`config.mk`:
```
export PLATFORM = sky130hd
export DESIGN_NAME = irq_redir_entry
export DESIGN_NICKNAME = d
export VERILOG_FILES = /design/src/rtl/irq_redir_pkg.sv /design/src/rtl/irq_pin_sync.sv /design/src/rtl/irq_entry_regs.sv /design/src/rtl/irq_delivery.sv /design/src/rtl/irq_redir_entry.sv
export SDC_FILE = /design/constraint.sdc
export NUM_CORES = 1
export LEC_CHECK = 0
export BUFFER_PORTS_ARGS = -buffer_cell sky130_fd_sc_hd__buf_2
export CAP_MARGIN = 20
export CORE_MARGIN = 5
export CORE_UTILIZATION = 47
export CTS_CLUSTER_SIZE = 30
export DETAILED_ROUTE_END_ITERATION = 8
export PLACE_DENSITY = 0.83
export SKIP_LAST_GASP = 1
export SLEW_MARGIN = 25
export SYNTH_ARGS = -nofsm -noshare
export SYNTH_HDL_FRONTEND = slang
export SYNTH_SLANG_ARGS = --single-unit
```
`constraint.sdc`:
```
create_clock -name clk -period 2.2 [get_ports clk]
set_input_delay 0.22 -clock clk [delete_from_list [all_inputs] [get_ports clk]]
set_output_delay 0.22 -clock clk [all_outputs]
set_load 0.02 [all_outputs]
```
`src/rtl/irq_redir_pkg.sv`:
```
package irq_redir_pkg;
  localparam int WORD_W    = 32;
  localparam int VEC_W     = 8;
  localparam int DMODE_W   = 3;
  localparam int DEST_W    = 8;
  localparam int PHYS_ID_W = 4;
  localparam int SYNC_STAGES = 2;

  // low-word bit positions
  localparam int B_DMODE   = 8;
  localparam int B_DESTMOD = 11;
  localparam int B_DLVS    = 12;
  localparam int B_POL     = 13;
  localparam int B_RIRR    = 14;
  localparam int B_TRIG    = 15;
  localparam int B_MASK    = 16;
  // high-word destination lsb
  localparam int B_DEST    = WORD_W - DEST_W;

  typedef struct packed {
    logic [DEST_W-1:0]  dest;
    logic               mask;
    logic               trig_level;
    logic               pol_low;
    logic               dest_logical;
    logic [DMODE_W-1:0] dmode;
    logic [VEC_W-1:0]   vec;
  } entry_cfg_t;
endpackage

```
`src/rtl/irq_pin_sync.sv`:
```
module irq_pin_sync #(
  parameter int STAGES = 2
) (
  input  logic clk,
  input  logic rst,
  input  logic pin_async,
  output logic pin_sync
);
  logic [STAGES-1:0] chain_q;

  always_ff @(posedge clk) begin
    if (rst) chain_q <= '0;
    else     chain_q <= {chain_q[STAGES-2:0], pin_async};
  end

  assign pin_sync = chain_q[STAGES-1];
endmodule

```
`src/rtl/irq_entry_regs.sv`:
```
module irq_entry_regs
  import irq_redir_pkg::*;
(
  input  logic              clk,
  input  logic              rst,
  input  logic              wr_en,
  input  logic              rd_en,
  input  logic              addr,
  input  logic [WORD_W-1:0] wdata,
  input  logic              dlvs,
  input  logic              rirr,
  output entry_cfg_t        cfg,
  output logic [WORD_W-1:0] rdata
);
  entry_cfg_t        cfg_q;
  logic [WORD_W-1:0] low_word, high_word;

  always_ff @(posedge clk) begin
    if (rst) begin
      cfg_q      <= '0;
      cfg_q.mask <= 1'b1;
    end else if (wr_en) begin
      if (!addr) begin
        cfg_q.vec          <= wdata[VEC_W-1:0];
        cfg_q.dmode        <= wdata[B_DMODE +: DMODE_W];
        cfg_q.dest_logical <= wdata[B_DESTMOD];
        cfg_q.pol_low      <= wdata[B_POL];
        cfg_q.trig_level   <= wdata[B_TRIG];
        cfg_q.mask         <= wdata[B_MASK];
      end else begin
        cfg_q.dest         <= wdata[B_DEST +: DEST_W];
      end
    end
  end

  always_comb begin
    low_word                     = '0;
    low_word[VEC_W-1:0]          = cfg_q.vec;
    low_word[B_DMODE +: DMODE_W] = cfg_q.dmode;
    low_word[B_DESTMOD]          = cfg_q.dest_logical;
    low_word[B_DLVS]             = dlvs;
    low_word[B_POL]              = cfg_q.pol_low;
    low_word[B_RIRR]             = rirr;
    low_word[B_TRIG]             = cfg_q.trig_level;
    low_word[B_MASK]             = cfg_q.mask;
    high_word                    = '0;
    high_word[B_DEST +: DEST_W]  = cfg_q.dest;
  end

  always_ff @(posedge clk) begin
    if (rst)        rdata <= '0;
    else if (rd_en) rdata <= addr ? high_word : low_word;
  end

  assign cfg = cfg_q;
endmodule

```
`src/rtl/irq_delivery.sv`:
```
module irq_delivery
  import irq_redir_pkg::*;
(
  input  logic               clk,
  input  logic               rst,
  input  logic               pin_s,
  input  entry_cfg_t         cfg,
  input  logic               accept,
  input  logic               eoi_valid,
  input  logic [VEC_W-1:0]   eoi_vector,
  output logic               req,
  output logic [VEC_W-1:0]   req_vec,
  output logic [DMODE_W-1:0] req_dmode,
  output logic               req_logical,
  output logic [DEST_W-1:0]  req_dest,
  output logic               rirr
);
  logic active, active_q, edge_hit, lvl_hit, launch;
  logic pend_q, lvl_q, rirr_q, acc_lvl, eoi_hit;
  logic [DEST_W-1:0] dest_res;

  assign active   = pin_s ^ cfg.pol_low;
  assign edge_hit = active & ~active_q & ~cfg.trig_level;
  assign lvl_hit  = active & cfg.trig_level & ~rirr_q;
  assign launch   = ~pend_q & ~cfg.mask & (edge_hit | lvl_hit);
  assign acc_lvl  = pend_q & accept & lvl_q;
  assign eoi_hit  = eoi_valid & (eoi_vector == cfg.vec) & cfg.trig_level;
  assign dest_res = cfg.dest_logical ? cfg.dest
                                     : {{(DEST_W-PHYS_ID_W){1'b0}}, cfg.dest[PHYS_ID_W-1:0]};

  always_ff @(posedge clk) begin
    if (rst) active_q <= 1'b0;
    else     active_q <= active;
  end

  always_ff @(posedge clk) begin
    if (rst) begin
      pend_q      <= 1'b0;
      lvl_q       <= 1'b0;
      req_vec     <= '0;
      req_dmode   <= '0;
      req_logical <= 1'b0;
      req_dest    <= '0;
    end else if (launch) begin
      pend_q      <= 1'b1;
      lvl_q       <= cfg.trig_level;
      req_vec     <= cfg.vec;
      req_dmode   <= cfg.dmode;
      req_logical <= cfg.dest_logical;
      req_dest    <= dest_res;
    end else if (pend_q && accept) begin
      pend_q      <= 1'b0;
    end
  end

  always_ff @(posedge clk) begin
    if (rst)          rirr_q <= 1'b0;
    else if (acc_lvl) rirr_q <= 1'b1;
    else if (eoi_hit) rirr_q <= 1'b0;
  end

  assign req  = pend_q;
  assign rirr = rirr_q;
endmodule

```
`src/rtl/irq_redir_entry.sv`:
```
module irq_redir_entry
  import irq_redir_pkg::*;
(
  input  logic               clk,
  input  logic               rst,
  input  logic               irq_pin,
  input  logic               reg_wr_en,
  input  logic               reg_rd_en,
  input  logic               reg_addr,
  input  logic [WORD_W-1:0]  reg_wdata,
  output logic [WORD_W-1:0]  reg_rdata,
  output logic               send_req,
  output logic [VEC_W-1:0]   send_vector,
  output logic [DMODE_W-1:0] send_dlv_mode,
  output logic               send_dest_logical,
  output logic [DEST_W-1:0]  send_dest,
  input  logic               send_accept,
  input  logic               send_retry,
  input  logic               eoi_valid,
  input  logic [VEC_W-1:0]   eoi_vector
);
  entry_cfg_t cfg;
  logic       pin_s, rirr;
  logic       retry_unused;

  assign retry_unused = send_retry; // a retry simply keeps the request raised

  irq_pin_sync #(.STAGES(SYNC_STAGES)) u_sync (
    .clk(clk), .rst(rst), .pin_async(irq_pin), .pin_sync(pin_s)
  );

  irq_entry_regs u_regs (
    .clk(clk), .rst(rst), .wr_en(reg_wr_en), .rd_en(reg_rd_en),
    .addr(reg_addr), .wdata(reg_wdata), .dlvs(send_req), .rirr(rirr),
    .cfg(cfg), .rdata(reg_rdata)
  );

  irq_delivery u_dlv (
    .clk(clk), .rst(rst), .pin_s(pin_s), .cfg(cfg), .accept(send_accept),
    .eoi_valid(eoi_valid), .eoi_vector(eoi_vector),
    .req(send_req), .req_vec(send_vector), .req_dmode(send_dlv_mode),
    .req_logical(send_dest_logical), .req_dest(send_dest), .rirr(rirr)
  );
endmodule

```
==> results_dict.tcl, run 1 <==
set metrics [dict create \
    status "complete, no violations" \
    synthMuxAreaShare_pct 0.946 \
    path_delay_family "flip-flops" \
    power_leakage_nw 1.48 \
    synth_seq_cells 74 \
    cp-endpoint "u_dlv.req_dest[4]" \
    worst-r2r-cell-count 3 \
    setup-tns-final_ns 0 \
    final_nets 473 \
    cp_num_buf_inv 0 \
    regToRegSetupSlack_ns 0.52 \
    synth_xor_area_share_pct 2.88 \
    die_h_um 90.5 \
    via_per_inst 5.46 \
    ant_nets 0 \
    crit_arrival_ns 1.95 \
    h-tree-depth 3 \
    cts_setup_buffers 0 \
    gp_congestion 0.853 \
    grt_pass1_vias 2692 \
    cpPeakStageDelay_ns 0.49 \
    ys.warnings.count 0 \
    post-route-cell-area_um2 3690 \
    cp-end-kind "flip-flop" \
    dieArea_um2 8180 \
    clkTransAtPathRegs_ns 0.08 \
    grt_overflow 0 \
    rsz0062_at_grt "false" \
    cts_max_path_buffers 2 \
    crit_type "flip-flop to flip-flop" \
    fin_skew_ns 0.00703 \
    post-place-ws_ns 0.501 \
    cp_cell_sequence "mux2_4, or4_1, a21oi_1" \
    synth-simple-area-share_pct 24.0 \
    layout_setup_ws_ns 0.523 \
    ys_types 28 \
    synth_compound_area_share_pct 17.5 \
    cts.repair.resized 0 \
    drv_cap 0 \
    synthAdderAreaFrac_pct 0 \
    holdBufCountCts 0 \
    drive_gt1_share_pct 25.6 \
    critPathLaunchType "flip-flop" \
    seqCellArea_um2 1480 \
    setup_viol 0 \
    final_common_cell "buf_2" \
    rows 29 \
    grt_pass1_wl_mm 13.2 \
    synth_top_family_by_area "simple AND/OR/NAND/NOR gates" \
    ir_drop_v 0.000486 \
    syn_area_per_cell_um2 8.60 \
    reg2reg_from "u_regs.cfg[13]" \
    start_util_pct 48.2 \
    cts_sinks 74 \
    diodes 0 \
    drt_iter0_markers 132 \
    cellPowerDensity_nw_per_um2 737 \
    fp.dieW_um 90.5 \
    clockRootBuffer "clkbuf_8" \
    io_buffers 84 \
    first_pass_iters 4 \
    r2r-end "u_dlv.req_dest[4]" \
    syn_area_um2 3040 \
    slowest_stage "dfxtp_1" \
    power_mw 2.72 \
    cp_num_cells 3 \
    hold_class "input port to flip-flop" \
    vias 2764 \
    final.min_clock_period_ns 1.68 \
    globalRouteTotalUtil_pct 19.6 \
    antenna_found_initial 0 \
    final_max_slew_viol_count 0 \
    drt-wirelength-per-cell_um 15.4 \
    multi_input_area_um2 1420 \
    clk-insertion-delay-late_ns 0.35 \
    drc 0 \
    critPathMaxFanout 24 \
    tritoncts "done" \
    required_ns 2.47 \
    synthCells 354 \
    max_clock_freq_mhz 596 \
    grt_max_degree 51 \
    core_um2 6310 \
    crit_path_start "u_regs.cfg[13]" \
    wirelength_mm 7.80 \
    slew_headroom_pct 51.5 \
    num-fill-cells 581 \
    ys_seq_area_share_pct 48.7 \
    numCtsBuffers 9 \
    tightest_slew_ns 0.728 \
    layout_common_cells "84 x buf_2, 74 x dfxtp_1, 67 x a21oi_1" \
    postPlaceCellArea_um2 3480 \
    io_pins 102 \
    dpl.hpwl_mm 5.36 \
    area_delta_synth_final_pct 21.4 \
    fin_crit_sh_pct 76.2 \
    hold_viol 0 \
]
==> report_power, final <==
part / leakage [nW] / internal [mW] / total [mW] / switching [mW]
registers: 0.600 / 1.37 / 1.40 / 0.0318
clock network: 0.105 / 0.580 / 1.07 / 0.494
logic: 0.772 / 0.0888 / 0.249 / 0.160
total: 1.48 / 2.04 / 2.72 / 0.686
==> layout make-up <==
| cell class | count | share of cell area, % |
|---|---|---|
| well taps | 77 | 2.61 |
| clock buffers | 11 | 4.10 |
| inverters | 1 | 0.102 |
| multi-input cells | 247 | 38.5 |
| repair buffers | 91 | 13.1 |
| clock inverters | 5 | 1.42 |
| flip-flops and latches | 74 | 40.1 |
==> sequential cells by signal, summed over array words and instances (netlist names) <==
signal	count
u_regs.rdata	25
u_regs.cfg	23
u_dlv.req_dest	8
u_dlv.req_vec	8
u_dlv.req_dmode	3
u_sync.chain_q	2
u_dlv.active_q	1
u_dlv.lvl_q	1
u_dlv.req	1
u_dlv.req_logical	1
u_dlv.rirr	1
==> per-layer routing <==
| metal | up-vias | routed length [um] | global-route usage [%] |
|---|---|---|---|
| met2 | 100 | 3860 | 32.1 |
| met5 | - | 0 | 0 |
| met1 | 1277 | 3190 | 23.6 |
| met4 | 0 | 144 | 7.07 |
| li1 | 1371 | - | - |
| met3 | 16 | 607 | 6.75 |
==> Yosys cell counts <==
| cell | number | area [um^2] |
|---|---|---|
| dfxtp_1 | 74 | 1480 |
| a21oi_1 | 67 | 335 |
| nand2_1 | 44 | 165 |
| clkbuf_1 | 27 | 101 |
| nand2b_1 | 26 | 163 |
| o31ai_1 | 20 | 150 |
| nand3b_1 | 18 | 135 |
| nand3_1 | 16 | 80.1 |
| nand4_1 | 16 | 100 |
| xor2_1 | 9 | 78.8 |
| buf_4 | 8 | 60.1 |
| or4_1 | 4 | 30.0 |
| a31oi_1 | 3 | 18.8 |
| nor2_1 | 3 | 11.3 |
| nor2b_1 | 3 | 18.8 |
| buf_2 | 2 | 10.0 |
| nor4_1 | 2 | 12.5 |
| o21ai_0 | 2 | 10.0 |
| a311oi_1 | 1 | 8.76 |
| a32oi_1 | 1 | 8.76 |
| buf_1 | 1 | 3.75 |
| conb_1 | 1 | 3.75 |
| inv_1 | 1 | 3.75 |
| mux2_4 | 1 | 15.0 |
| mux2i_2 | 1 | 13.8 |
| nand4b_1 | 1 | 8.76 |
| or2_1 | 1 | 6.26 |
| xnor2_1 | 1 | 8.76 |
==> worst min-delay path, delay by kind of cell <==
| kind | cells | cell delay [ns] |
|---|---|---|
| simple gates | 2 | 0.11 |
| buf+inv | 1 | 0.08 |
==> worst min-delay path by stage <==
stage / cells past startpoint / endpoint / startpoint / slack (ns)
5_1_grt: 2 / u_sync.chain_q[0] / irq_pin / 0.08
4_1_cts: 3 / u_regs.cfg[14] / reg_wdata[16] / 0.07
3_3_place_gp: 1 / u_sync.chain_q[1] / u_sync.chain_q[0] / 0.43
6_report: 3 / u_regs.cfg[14] / reg_wdata[16] / 0.09
2_1_floorplan: 2 / u_regs.cfg[14] / reg_wdata[16] / 0.34
3_5_place_dp: 1 / u_sync.chain_q[1] / u_sync.chain_q[0] / 0.44
==> per-stage QoR <==
stage | hold slack, ns | std cells | util [%]
after floorplan | 0.344 | 360 | -
after global placement | 0.433 | 490 | 55.1
after detailed placement | 0.443 | 490 | 55.1
after CTS | 0.0668 | 506 | 58.3
after global routing | 0.0832 | 506 | 58.5
final | 0.0901 | 506 | 58.5
==> cell families after synthesis <==
group / Yosys count
AOI/OAI and AO/OA: 94
xor gates and xnor gates: 10
buffers and inverters: 39
DFF: 74
muxes: 2
other: 1
and+or+nand+nor: 134
No activity file was read; power rests on OpenSTA's default activity.
==> inputs of run 2 (changes only) <==
- clock period: 2.2 -> 1.7 ns (I/O delays scaled with it)
==> results_dict.tcl, run 2 (synthesized netlist as in run 1, its figures left out) <==
set metrics [dict create \
    top_register "u_regs.rdata" \
    vias 2807 \
    dr_wl_met2_mm 3.80 \
    fin_skew_ns 0.00840 \
    grt_pass1_vias 2771 \
    cts_max_path_buffers 2 \
    io_pins 102 \
    drc 0 \
    switching_share_pct 25.7 \
    wl_met1_mm 3.33 \
    final.min_clock_period_ns 1.50 \
    first_pass_iters 5 \
    wl_met3_um 605 \
    cts_sinks 74 \
    slew_headroom_pct 62.4 \
    antenna_found_initial 0 \
    globalRouteTotalUtil_pct 19.4 \
    max_clock_freq_mhz 666 \
    switchingPower_mw 0.939 \
    crit_arrival_ns 1.79 \
    tightest_slew_ns 0.564 \
    ir_drop_v 0.000544 \
    io_buffers 84 \
    regToRegSetupSlack_ns 0.20 \
    pwr-share-clk_pct 41.4 \
    setup-tns-final_ns 0 \
    cts_setup_buffers 0 \
    power_leakage_nw 1.51 \
    dieArea_um2 8180 \
    die_h_um 90.5 \
    grt_overflow 0 \
    largest_reg_flops 25 \
    critPathMaxFanout 24 \
    clkTransAtPathRegs_ns 0.08 \
    start_util_pct 48.2 \
    drive_gt1_share_pct 26.7 \
    diodes 0 \
    via_per_inst 5.48 \
    p_seq_share_pct 49.5 \
    ant_nets 0 \
    core_um2 6310 \
    place_inst 496 \
    drv_cap 0 \
    hold_class "input port to flip-flop" \
    final_common_cell "buf_2" \
    drt-wirelength-per-cell_um 15.7 \
    status "complete, no violations" \
    h-tree-depth 3 \
    grt_max_degree 51 \
    comb_power_share_pct 9.1 \
    crit_type "flip-flop to flip-flop" \
    dpl.hpwl_mm 5.63 \
    instances_no_fill 512 \
    setup_viol 0 \
    tritoncts "done" \
    num-fill-cells 544 \
    cp-end-kind "flip-flop" \
    final_nets 479 \
    cts.repair.resized 0 \
    routed.top_layer "met4" \
    drt_iter0_markers 186 \
    holdBufCountCts 0 \
    hold_viol 0 \
    rsz0062_at_grt "false" \
    gp_congestion 0.866 \
    numCtsBuffers 9 \
    fin_crit_sh_pct 88.4 \
    area_delta_synth_final_pct 23.0 \
    critPathLaunchType "flip-flop" \
    clockRootBuffer "clkbuf_8" \
    wirelength_mm 8.05 \
    required_ns 1.99 \
    rows 29 \
    layout_common_cells "84 x buf_2, 74 x dfxtp_1, 67 x a21oi_1" \
    cellPowerDensity_nw_per_um2 977 \
    final_max_slew_viol_count 0 \
    internal-power_mw 2.72 \
    fp.dieW_um 90.5 \
    grt_pass1_wl_mm 13.1 \
    clk-insertion-delay-late_ns 0.35 \
]
-- run 2: cell types whose count changed in the layout (fill, tap and decap cells not counted) --
cell and change:
clkbuf_8 -2, xnor2_2 +1, clkinvlp_4 +1, clkinv_4 +1, xnor2_4 -1, bufinv_16 +1, buf_4 +6, clkinv_2 -1
-- run 2: layout make-up --
class | count | area, um^2 | share of cell area [%]
clock buffers | 9 | 124 | 3.31
clock inverters | 7 | 93.8 | 2.51
inverters | 1 | 3.75 | 0.100
multi-input cells | 247 | 1410 | 37.7
flip-flops and latches | 74 | 1480 | 39.6
well taps | 77 | 96.3 | 2.57
repair buffers | 97 | 531 | 14.2
-- run 2: power by group through the flow --
stage	clock, mW	combinational [mW]	sequential [mW]
2_1_floorplan	0	0.213	1.85
4_1_cts	1.52	0.329	1.81
6_report	1.51	0.333	1.81
5_1_grt	1.60	0.364	1.81
3_3_place_gp	0	0.321	1.85
3_5_place_dp	0	0.328	1.85
-- run 2: through the flow --
stage / util, % / instance area, um^2 / hold WS (ns) / total power, mW / setup slack [ns]
global placement: 55.8 / 3520 / 0.392 / 2.17 / 0.258
detailed placement: 55.8 / 3520 / 0.387 / 2.18 / 0.211
finish: 59.3 / 3740 / 0.0291 / 3.66 / 0.198
floorplan: - / 3070 / 0.294 / 2.06 / 0.233
global route: 59.3 / 3740 / 0.0215 / 3.78 / 0.0960
CTS: 59.3 / 3740 / 0.0232 / 3.66 / 0.203
-- run 2: worst paths after layout --
path              depth (start not counted)                end              start
setup reg to reg                          3  u_dlv.req_dest[5]     u_regs.cfg[13]
hold / removal                            2  u_sync.chain_q[0]            irq_pin
setup / recovery                          3  u_dlv.req_dest[5]     u_regs.cfg[13]
hold reg to reg                           1  u_sync.chain_q[1]  u_sync.chain_q[0]
-- run 2: routing by layer --
layer  vias up  global-route usage [%]
met5         -                       0
met1      1281                    23.4
met2       114                    30.4
li1       1387                       -
met3        25                    5.33
met4         0                    12.2
-- run 2: worst max-delay path, cell delays in order (launching register included) --
cell and delay (ns):
dfxtp_1 0.36, mux2_4 0.42, or4_1 0.51, a21oi_1 0.14
==> inputs of run 3 (changes only) <==
- REMOVE_ABC_BUFFERS: unset -> 1
- SETUP_SLACK_MARGIN: unset -> 0.1
- clock period: 1.7 -> 1.4 ns (I/O delays scaled with it)
==> results_dict.tcl, run 3 (synthesized netlist as in run 1, its figures left out) <==
set metrics [dict create \
    status "complete, no violations" \
    seqCellArea_um2 1490 \
    max_clock_freq_mhz 762 \
    diodes 0 \
    numCtsBuffers 9 \
    dpl.hpwl_mm 5.65 \
    crit_arrival_ns 1.60 \
    die_h_um 90.5 \
    h-tree-depth 3 \
    grt_max_degree 31 \
    ant_nets 0 \
    critPathMaxFanout 8 \
    critPathLaunchType "flip-flop" \
    setup_viol 0 \
    antenna_found_initial 0 \
    wl_met1_mm 3.46 \
    crit_type "flip-flop to flip-flop" \
    first_pass_iters 5 \
    switching_share_pct 23.6 \
    routed.top_layer "met4" \
    drive_gt1_share_pct 34.9 \
    post-route-cell-area_um2 4100 \
    holdBufCountCts 0 \
    clkTransAtPathRegs_ns 0.07 \
    start_util_pct 48.2 \
    tightest_slew_ns 0.515 \
    instances_no_fill 527 \
    grt_overflow 0 \
    cts_max_path_buffers 2 \
    drc 0 \
    final_nets 494 \
    vias 2879 \
    via_per_inst 5.46 \
    wirelength_mm 8.25 \
    power_mw 4.75 \
    multi_input_area_um2 1550 \
    comb_power_share_pct 10.5 \
    clockRootBuffer "clkbuf_8" \
    cts_sinks 74 \
    ir_drop_v 0.000781 \
    cpPeakStageDelay_ns 0.42 \
    io_buffers 84 \
    num-fill-cells 529 \
    globalRouteTotalUtil_pct 19.8 \
    wl_met3_um 585 \
    hold_class "input port to flip-flop" \
    rows 29 \
    slew_headroom_pct 65.6 \
    dieArea_um2 8180 \
    postPlaceCellArea_um2 3640 \
    gp_congestion 0.774 \
    io_pins 102 \
    final.min_clock_period_ns 1.31 \
    layout_common_cells "84 x buf_2, 71 x dfxtp_1, 64 x a21oi_1" \
    final_common_cell "buf_2" \
    core_um2 6310 \
    slowest_stage "or4_4" \
    grt_pass1_wl_mm 13.3 \
    power_leakage_nw 1.64 \
    drt_iter0_markers 180 \
    cp-end-kind "flip-flop" \
    grt_pass1_vias 2844 \
    rsz0062_at_grt "true" \
    setup-tns-final_ns 0 \
    largest_reg_flops 25 \
    cellPowerDensity_nw_per_um2 1160 \
    place_inst 507 \
    hold_viol 0 \
    internal-power_mw 3.63 \
    fin_crit_sh_pct 93.7 \
    fp.dieW_um 90.5 \
    final_util_pct 64.9 \
    cp_cell_sequence "mux2_4, or4_4, a21oi_2" \
    drv_cap 0 \
    dr_wl_met2_mm 4.00 \
    top_register "u_regs.rdata" \
    p_seq_share_pct 46.2 \
    drt-wirelength-per-cell_um 15.7 \
    clk-insertion-delay-late_ns 0.35 \
    pwr-share-clk_pct 43.3 \
    required_ns 1.69 \
    final_max_slew_viol_count 0 \
    area_delta_synth_final_pct 34.6 \
    fin_skew_ns 0.00732 \
    switchingPower_mw 1.12 \
    tritoncts "done" \
]
[run 3: metrics by stage]
step	worst slack (ns)	hold slack (ns)
floorplan	-0.371	0.209
global placement	0.0577	0.351
detailed placement	0.0336	0.374
CTS	0.0858	0.00466
global route	0.0163	0.0165
finish	0.0885	0.0141
[run 3: worst max-delay path: cells and delay by family (launching register included)]
family,cells,cell delay [ns]
and+or+nand+nor,1,0.42
DFF,1,0.34
AOI/OAI and AO/OA,1,0.14
muxes,1,0.35
[run 3: metal layers]
metal  vias up  global-route usage, %
met1      1324                   23.9
li1       1418                      -
met5         -                      0
met4         0                   9.18
met3        19                   5.67
met2       118                   32.3
[run 3: what timing repair did]
action                     4_1_cts  5_1_grt
pin swaps                        8        3
buffers inserted                 1        3
resized for setup                9       27
setup endpoints to repair       21       21
[run 3: final cells by class]
| cell class | instances | area share [%] |
|---|---|---|
| clock inverter | 5 | 2.44 |
| sequential | 74 | 36.3 |
| clock buffer | 11 | 3.70 |
| tap | 77 | 2.35 |
| inverter | 1 | 0.0917 |
| multi-input combinational | 247 | 37.9 |
| timing repair buffer | 112 | 17.2 |
[run 3: final timing paths]
path / to / slack, ns / start / cells after the start
max: u_dlv.req_dest[5] / 0.09 / u_regs.cfg[13] / 3
min: u_sync.chain_q[0] / 0.01 / irq_pin / 2
max reg2reg: u_dlv.req_dest[5] / 0.09 / u_regs.cfg[13] / 3
min reg2reg: u_sync.chain_q[1] / 0.44 / u_sync.chain_q[0] / 1
[run 3: power by group through the flow]
stage / registers (mW) / clock network, mW / logic (mW)
final: 2.19 / 2.06 / 0.498
after CTS: 2.19 / 2.09 / 0.454
after detailed placement: 2.24 / 0 / 0.444
after global routing: 2.20 / 2.19 / 0.542
after floorplan: 2.25 / 0 / 0.172
after global placement: 2.24 / 0 / 0.435
